`src/rtl/nibble_alu_pkg.sv`:
```
package nibble_alu_pkg;

  typedef enum logic [2:0] {
    FN_RIPPLE_ADD = 3'd0,
    FN_OPER_ADD   = 3'd1,
    FN_NAND_NOR   = 3'd2,
    FN_ANY_SET    = 3'd3,
    FN_POP_MATCH  = 3'd4,
    FN_SWAP_INV   = 3'd5,
    FN_XNOR_XOR   = 3'd6,
    FN_UNUSED     = 3'd7
  } alu_fn_e;

endpackage

```
`src/rtl/nib_full_adder.sv`:
```
module nib_full_adder (
  input  logic a,
  input  logic b,
  input  logic ci,
  output logic s,
  output logic co
);
  logic half;
  assign half = a ^ b;
  assign s    = half ^ ci;
  assign co   = (a & b) | (ci & half);
endmodule

```
`src/rtl/nib_ripple_adder.sv`:
```
module nib_ripple_adder #(
  parameter int W = 4
) (
  input  logic [W-1:0] a,
  input  logic [W-1:0] b,
  input  logic         ci,
  output logic [W-1:0] s,
  output logic         co
);
  logic [W:0] carry;
  assign carry[0] = ci;

  for (genvar i = 0; i < W; i++) begin : g_stage
    nib_full_adder u_fa (
      .a (a[i]),
      .b (b[i]),
      .ci(carry[i]),
      .s (s[i]),
      .co(carry[i+1])
    );
  end

  assign co = carry[W];

  // the chain's output matches arithmetic addition of its inputs
  always_comb begin
    assert_chain_sum_R1: assert ({co, s} == ({1'b0, a} + {1'b0, b} + {{W{1'b0}}, ci}))
      else $error("ripple chain sum wrong");
  end
endmodule

```
`src/rtl/nibble_alu.sv`:
```
module nibble_alu
  import nibble_alu_pkg::*;
#(
  parameter int W = 4
) (
  input  logic [W-1:0]   opa,
  input  logic [W-1:0]   opb,
  input  logic [2:0]     fsel,
  output logic [2*W-1:0] result
);
  localparam int RW = 2 * W;
  localparam int A_ONES = 2;
  localparam int B_ONES = 3;
  localparam logic [RW-1:0] ANY_PAT = {2'b11, {(RW-2){1'b0}}};
  localparam logic [RW-1:0] POP_PAT = {2'b00, {(RW-2){1'b1}}};

  logic [W-1:0]  rip_sum;
  logic          rip_co;
  logic [RW-1:0] cand_rip, cand_op, cand_nn, cand_any, cand_pop, cand_swp, cand_xx;

  nib_ripple_adder #(.W(W)) u_rip (
    .a (opa),
    .b (opb),
    .ci(1'b0),
    .s (rip_sum),
    .co(rip_co)
  );

  assign cand_rip = {{(RW-W-1){1'b0}}, rip_co, rip_sum};
  assign cand_op  = {{W{1'b0}}, opa} + {{W{1'b0}}, opb};
  assign cand_nn  = {~(opa | opb), ~(opa & opb)};
  assign cand_any = (|{opa, opb}) ? ANY_PAT : '0;
  assign cand_pop = (($countones(opa) == A_ONES) && ($countones(opb) == B_ONES)) ? POP_PAT : '0;
  assign cand_swp = {opb, ~opa};
  assign cand_xx  = {opa ^ opb, ~(opa ^ opb)};

  always_comb begin
    case (alu_fn_e'(fsel))
      FN_RIPPLE_ADD: result = cand_rip;
      FN_OPER_ADD:   result = cand_op;
      FN_NAND_NOR:   result = cand_nn;
      FN_ANY_SET:    result = cand_any;
      FN_POP_MATCH:  result = cand_pop;
      FN_SWAP_INV:   result = cand_swp;
      FN_XNOR_XOR:   result = cand_xx;
      default:       result = '0;
    endcase
  end

  always_comb begin
    assert_sums_agree_R2: assert (cand_rip == cand_op)
      else $error("structural and operator sums differ");
    if (fsel == 3'd0) begin
      assert_add_upper_zero_R1: assert (result[RW-1:W+1] == '0)
        else $error("sum upper bits not zero");
    end
    if (fsel == 3'd2) begin
      assert_nor_within_nand_R3: assert ((result[RW-1:W] & ~result[W-1:0]) == '0)
        else $error("NOR half not subset of NAND half");
    end
    if (fsel == 3'd3) begin
      assert_any_zero_in_R4: assert (!((opa == '0) && (opb == '0)) || (result == '0))
        else $error("detector fired on zero operands");
    end
    if (fsel == 3'd4) begin
      assert_pop_shape_R5: assert ((result == '0) || (result == POP_PAT))
        else $error("pop detector gave illegal value");
    end
    if (fsel == 3'd5) begin
      assert_swap_high_R6: assert (result[RW-1:W] == opb)
        else $error("swap high half wrong");
    end
    if (fsel == 3'd6) begin
      assert_xor_pair_R7: assert ((result[RW-1:W] ^ result[W-1:0]) == {W{1'b1}})
        else $error("XOR and XNOR halves not complementary");
    end
    if (fsel == 3'd7) begin
      assert_default_zero_R8: assert (result == '0)
        else $error("default branch not zero");
    end
  end
endmodule

```
`config.mk`:
```
export PLATFORM = sky130hd
export DESIGN_NAME = nibble_alu
export DESIGN_NICKNAME = d
export VERILOG_FILES = /design/src/rtl/nibble_alu_pkg.sv /design/src/rtl/nib_full_adder.sv /design/src/rtl/nib_ripple_adder.sv /design/src/rtl/nibble_alu.sv
export SDC_FILE = /design/constraint.sdc
export NUM_CORES = 1
export LEC_CHECK = 0
export BUFFER_PORTS_ARGS = -buffer_cell sky130_fd_sc_hd__buf_2
export CORE_MARGIN = 2
export CORE_UTILIZATION = 50
export DETAILED_ROUTE_END_ITERATION = 16
export PLACE_DENSITY_LB_ADDON = 0.1
export SETUP_SLACK_MARGIN = 0.1
export SYNTH_ARGS = -nofsm -noshare
export SYNTH_HDL_FRONTEND = slang
export SYNTH_SLANG_ARGS = --single-unit
export TNS_END_PERCENT = 50
```
`constraint.sdc`:
```
create_clock -name vclk -period 3.8
set_input_delay 0.38 -clock vclk [all_inputs]
set_output_delay 0.38 -clock vclk [all_outputs]
set_load 0.01 [all_outputs]
```
Word-level counts from Yosys, hierarchy flattened
Index checks and enable logic that the tools add are counted.
{"block": "totals", "ff_bits": 0, "in_bits": 11, "output_inout_bits": 8, "wordCells": 45}
{"block": "op_classes", "addsub": 7, "eq_ne": 8, "n_mux": 3, "bitwise": 24, "reduce_logical": 3}
{"op": "$pmux W8 S7", "n": 1}
{"op": "$not A4 Y4", "n": 4}
{"op": "$eq A3 B2 Y1 const B", "n": 4}
{"op": "$eq A3 B3 Y1 const B", "n": 3}
{"op": "$add A1 B1 Y2", "n": 4}
{"op": "$mux W8", "n": 1}
{"op": "$reduce_or A8 Y1", "n": 1}
{"op": "$and A1 B1 Y1", "n": 7}
{"op": "$xor A1 B1 Y1", "n": 7}
{"op": "$add A2 B2 Y3", "n": 2}
{"op": "$mux W6", "n": 1}
{"op": "$add A4 B4 Y5", "n": 1}
{"op": "$and A4 B4 Y4", "n": 1}
{"op": "$or A4 B4 Y4", "n": 1}
{"op": "$xor A4 B4 Y4", "n": 1}
{"op": "$eq A3 B1 Y1 const B", "n": 1}
{"op": "$logic_not A3 Y1", "n": 1}
{"op": "$or A1 B1 Y1", "n": 3}
{"op": "$logic_and A1 B1 Y1", "n": 1}

Depth between registers and ports, before layout
Gate-level depths: netlist of the first run.
{"block": "logic_depth", "depth_word": 8, "depth_mapped": 9, "mapped_depth_nobuf": 9}

Modules after synthesis
A second synthesis of the first run with hierarchy kept.
{"block": "unflattened", "hier_cells": 96, "hier_area_um2": 789.5}
{"module": "nibble_alu", "n_inst": 1, "cells_each": 92, "area_per_inst_um2": 709.4, "seq_area_each_um2": 0.0}
{"module": "nib_full_adder", "n_inst": 4, "cells_each": 1, "area_per_inst_um2": 20.0, "seq_area_each_um2": 0.0}

Worst setup path after synthesis of the first run
No wires, ideal clock.
{"block": "synth_timing", "path_kind": "input -> output", "from": "in opb[0]", "to": "out result[0]", "arrival_time_ps": 2404, "required_time_ps": 3420, "slack_ps": 1016, "stages": 8, "path_buffers": 0, "cell_sequence": "inv_1 > fa_1 > inv_1 > ha_1 > ha_1 > or4b_4 > nor4_4 > a311o_1"}
{"block": "synth_via", "elab_chain_cells": 6, "word_cells_on_any_way": 12, "cone_classes": "3 x add/sub; 1 x eq/ne; 2 x mux; 5 x bitwise; 1 x reduce/logical"}
{"element": "from (decl)", "line": "nibble_alu.sv:7", "source": "input logic [W-1:0] opb,"}
{"element": "$add A1 B1 Y2 (not written as such)", "line": "nibble_alu.sv:33", "source": "assign cand_pop = (($countones(opa) == A_ONES) && ($countones(opb) == B_ONES)) ? POP_PAT : '0;"}
{"element": "$add A2 B2 Y3 (not written as such)", "line": "nibble_alu.sv:33"}
{"element": "$eq A3 B2 Y1", "line": "nibble_alu.sv:33"}
{"element": "$logic_and A1 B1 Y1", "line": "nibble_alu.sv:33"}
{"element": "$mux W6", "line": "nibble_alu.sv:33"}
{"element": "$pmux W8 S7 *", "line": "nibble_alu.sv:38", "source": "case (alu_fn_e'(fsel))"}
{"element": "to (decl)", "line": "nibble_alu.sv:9", "source": "output logic [2*W-1:0] result"}
Mark *: on every way between the ends. The rest lies on a longest branch, timed or not.

Final worst setup path of the first run
{"block": "layout_timing", "from": "in opb[1]", "to": "out result[2]"}
Same word-level chain as after synthesis.

==> run metrics, run 1 <==
Iter 0 DRT Violations=21; MaxCap Viol Count=0; ANT nets after route=0; Max VDD drop=0.0000683 V; WL final=roughly 1.6 mm; max incr delay on CP=approximately 0.52 ns; via/cell ratio=5.46; final-layout fill cell count=132; CP Capture Type=output pin; Ant. Diodes=0; syn_nets=roughly 120; Max FO, Critical Path=6; Final min period=between 3 and 4 ns; DRT Pass-1 Iters=4; Worst EP arrival=approximately 2.8 ns; Peak Freq=between 300 and 400 MHz; # setup viols final=0; global-route wire length before repair=between 2 and 3 mm; GR Overflow Total=0; Worst Path Required=3.42 ns; core area=roughly 1300 um^2; Initial Util=a little over half; initial antenna violation count=0; worst path cell trace=buf_2, inv_1, fa_1, inv_1, ha_1, ha_1, or4b_4, nor4_4, a311o_1, buf_2; startpoint types=input pin; Post-Syn Instances=91; crit path max-delay cell type=fa_1; input/output buffers=19; IO Pins=19; pin count of the biggest net entering global routing=19; routed length per placed instance=around 13 um; Post-CTS Setup Bufs=0; leakage power=approximately 0.45 nW; Unique masters post-synth=31; dpl hpwl=~1.3 mm; Post-Layout Inst Area=around 800 um^2; Core Util, Final=between 60 and 70%; Vias=roughly 660; final hold slack=around 1.1 ns; Hold Crit Class=in -> out; clock buf count=0; Yosys warnings=0; num rows=13; routability cong.=around 0.8; post-synthesis sequential area ratio=0%; critical path type=in -> out; area post-placement=between 800 and 900 um^2; Yosys top cell area share=about a quarter; Slew HR=74.0%; Hold-fix buffers, CTS=0; RSZ-0062 raised after global routing=no; share of layout cells above drive strength 1=between 20% and 30%; status=finished clean; Hold Vio Cnt, Final=0; setup TNS=0 ns; fin. max-slew vios=0; Nets=138; Total GRT Usage=a little under a fifth; synth top area cells=ha_1, fa_1, inv_1; synthesized area per cell=just under 8 um^2; area delta synth->final=13.6%; Seq. cell area=0 um^2; placed cells=around 120; mapped cell area=about 710 um^2; power density cells=roughly 130 nW/um^2; leading area contributor after synthesis=ha_1; number of sequential cells=0; # DRC=0; vias in the first global route=between 600 and 700; final worst path period share=roughly 80%; Worst Tran Pin Value=between 0.3 and 0.4 ns; post-cts sizing count=0; Die Height=between 40 and 50 um; Post-Layout Cell Count=approximately 120; Die Width=around 42 um; full die area=1730 um^2
-- per-stage QoR --
stage | power (mW) | setup slack [ns]
after floorplan | 0.0719 | 1.02
after global placement | 0.100 | 0.683
after detailed placement | 0.102 | 0.701
after CTS | 0.103 | 0.680
after global routing | 0.116 | 0.528
final | 0.102 | 0.672
-- synthesized netlist by cell type (all sizes together) (2+ instances only) --
cell    number
a21o         2
clkbuf       2
inv         15
a211o        2
ha          14
a211oi       3
buf          2
nor2         8
a21oi        7
fa           5
nand2        3
nand2b       2
o21ai        4
nor3         2
a311o        2
mux2i        3
-- power by group --
part	switching (mW)	leakage (nW)	total [mW]	internal, mW
Sequential	0	0	0	0
Clock	0	0	0	0
Combinational	0.0568	0.448	0.102	0.0454
Total	0.0568	0.448	0.102	0.0454
-- layer usage --
| metal | global-route usage, % | share of wire, % | vias to the layer above |
|---|---|---|---|
| met5 | 0 | 0 | - |
| met4 | 0 | 0 | 0 |
| met3 | 0.435 | 2.1 | 0 |
| met2 | 31.3 | 47 | 11 |
| met1 | 29.6 | 51 | 297 |
| li1 | - | - | 353 |
-- final cells by class --
class                           instances  area, um^2  area share (%)
Inverter                               15        56.3            7.00
Multi-Input combinational cell         72         634            78.8
Tap cell                               15        18.8            2.33
Timing Repair Buffer                   19        95.1            11.8
-- cell usage in the layout, fill, tap and decap left out, types with 3 or more instances in the layout --
cell type  count
a211oi_1       3
a21oi_1        7
buf_2         19
fa_1           5
ha_1          14
inv_1         15
mux2i_1        3
nand2_1        3
nor2_1         8
o21ai_0        4
-- kinds of logic (layout without fill, tap and decap cells) --
| kind of cell | count (synthesis) | in the layout | synth area share, % |
|---|---|---|---|
| xor gates and xnor gates | 1 | 1 | 1.24 |
| muxes | 4 | 4 | 5.83 |
| adders and majority gates | 19 | 19 | 38.9 |
| buffers and inverters | 19 | 34 | 10.4 |
| and+or+nand+nor | 23 | 23 | 20.0 |
| AOI/OAI and AO/OA | 25 | 25 | 23.7 |
-- critical path, delay by kind of cell --
kind,cells,cell delay (ns)
fa+ha+maj,3,0.95
compound gates,1,0.18
buf+inv,4,0.40
simple gates,2,0.84
-- worst paths after layout --
check	from	to	depth (start not counted)
worst min-delay path	opb[1]	result[5]	3
worst max-delay path	opb[1]	result[2]	10
Power figures use the tool's default switching activity.
==> run 2: changes to the inputs <==
Clock period 3.8 ns to 3.1 ns, I/O delays scaled along.
==> run 2 against run 1 <==
Non-clock buffer count increased by 4. Power is 29% higher. Utilization rose by 2.7 points. Critical endpoint unchanged.
==> run metrics, run 2 (synthesis gave the netlist of run 1 again) <==
status=finished clean; Ant. Diodes=0 (unchanged); dpl hpwl=1.44 mm (+11%); DRT Pass-1 Iters=4 (unchanged); most frequent cells in the layout=buf_2, ha_1, inv_1; Worst EP arrival=2.60 ns (-0.15 ns); routed length per placed instance=13.9 um (+5.7%); share of layout cells above drive strength 1=26.4% (+4.7 points); IO Pins=19 (unchanged); global-route wire length before repair=2.82 mm (+2.8%); Initial Util=53.8% (unchanged); ANT nets after route=0 (unchanged); final hold slack=0.982 ns (-0.157 ns); setup ws final=0.187 ns (-0.485 ns); via/cell ratio=5.74 (+5.1%); Post-Layout Cell Count=125 (+3.3%); Min-Delay Path Depth=3 (unchanged); RSZ-0062 raised after global routing=no; Hold Vio Cnt, Final=0 (unchanged); Hold-fix buffers, CTS=0 (unchanged); startpoint types=input pin; Core Util, Final=63.7% (+2.7 points); vias in the first global route=646 (+7.5%); Total GRT Usage=20.0% (+0.88 points); max incr delay on CP=0.54 ns (+0.02 ns); Slew HR=77.9% (+4.0 points); input/output buffers=19 (unchanged); Peak Freq=343 MHz; # DRC=0 (unchanged); Die Width=41.6 um (unchanged); Worst Tran Pin Value=0.331 ns (-0.0564 ns); pin count of the biggest net entering global routing=19 (unchanged); WL final=1.74 mm (+9.2%); Vias=718 (+8.6%); commonest non-fill, non-tap cell in the layout=buf_2; # setup viols final=0 (unchanged); Max FO, Critical Path=6 (unchanged); Nets=142 (+2.9%); area delta synth->final=18.6%; setup TNS=0 ns (unchanged); Worst Path Required=2.79 ns (-0.63 ns); MaxCap Viol Count=0 (unchanged); leakage power=0.468 nW (+4.2%); Final min period=a little under 3 ns; crit path max-delay cell type=fa_1; area post-placement=827 um^2 (+2.8%); full die area=1730 um^2 (unchanged); final worst path period share=94.0%; num rows=13 (unchanged); worst path cell trace=buf_2, inv_1, fa_1, inv_1, ha_1, ha_1, or4b_4, nor4_4, buf_4, a311o_1, buf_2; GR Overflow Total=0 (unchanged); Hold Crit Class=in -> out; routability cong.=0.826 (+0.44%); Max VDD drop=0.0000764 V (+12%); placed cells=124 (+2.5%); Die Height=41.6 um (unchanged); DP Worst Slack=0.0343 ns (-0.667 ns); clock buf count=0 (unchanged); number of sequential cells=0 (unchanged); Power Total=0.131 mW (+29%); final-layout fill cell count=123 (-6.8%); core area=1320 um^2 (unchanged); initial antenna violation count=0 (unchanged); power density cells=157 nW/um^2 (+23%); CP Capture Type=output pin; critical path type=in -> out; Post-Layout Inst Area=840 um^2 (+4.4%); Multi-input gate area=634 um^2 (unchanged); fin. max-slew vios=0 (unchanged); Iter 0 DRT Violations=7 (-67%); Seq. cell area=0 um^2 (unchanged)
[run 2: cell types whose count changed in the layout (fill, tap and decap cells not counted), sizes merged]
cell and delta:
buf +4
[run 2: metal layers]
metal	routed length [um]	global-route usage (%)	vias to the layer above
li1	-	-	360
met1	783	29.3	329
met2	843	31.3	25
met3	85	1.30	4
met4	29	5.81	0
met5	0	0	-
[run 2: area by class of cell]
class              instances  area share, %
repair buffers            23           15.2
well taps                 15           2.24
multi-input cells         72           75.6
inverters                 15           7.00
[run 2: report_power, final]
group	switching [mW]	internal (mW)
combinational	0.0725	0.0590
sequential	0	0
clock	0	0
total	0.0725	0.0590
[run 2: what timing repair did]
action / 4_1_cts / 5_1_grt
gates cloned: 0 / 0
gates resized for setup: 0 / 5
endpoints found under the setup margin: 6 / 6
setup buffers: 0 / 1
pin swaps: 1 / 2
[run 2: worst max-delay path: cells and delay by family]
kind / cells / cell delay, ns
adder cells (fa/ha/maj): 3 / 0.97
AND/OR/NAND/NOR: 2 / 0.67
buffers and inverters: 5 / 0.51
AO/OA/AOI/OAI: 1 / 0.14
[run 2: path summary, 6_finish.rpt]
check / startpoint / to / slack [ns]
worst max-delay path: opb[0] / result[2] / 0.19
worst min-delay path: opb[1] / result[5] / 0.98
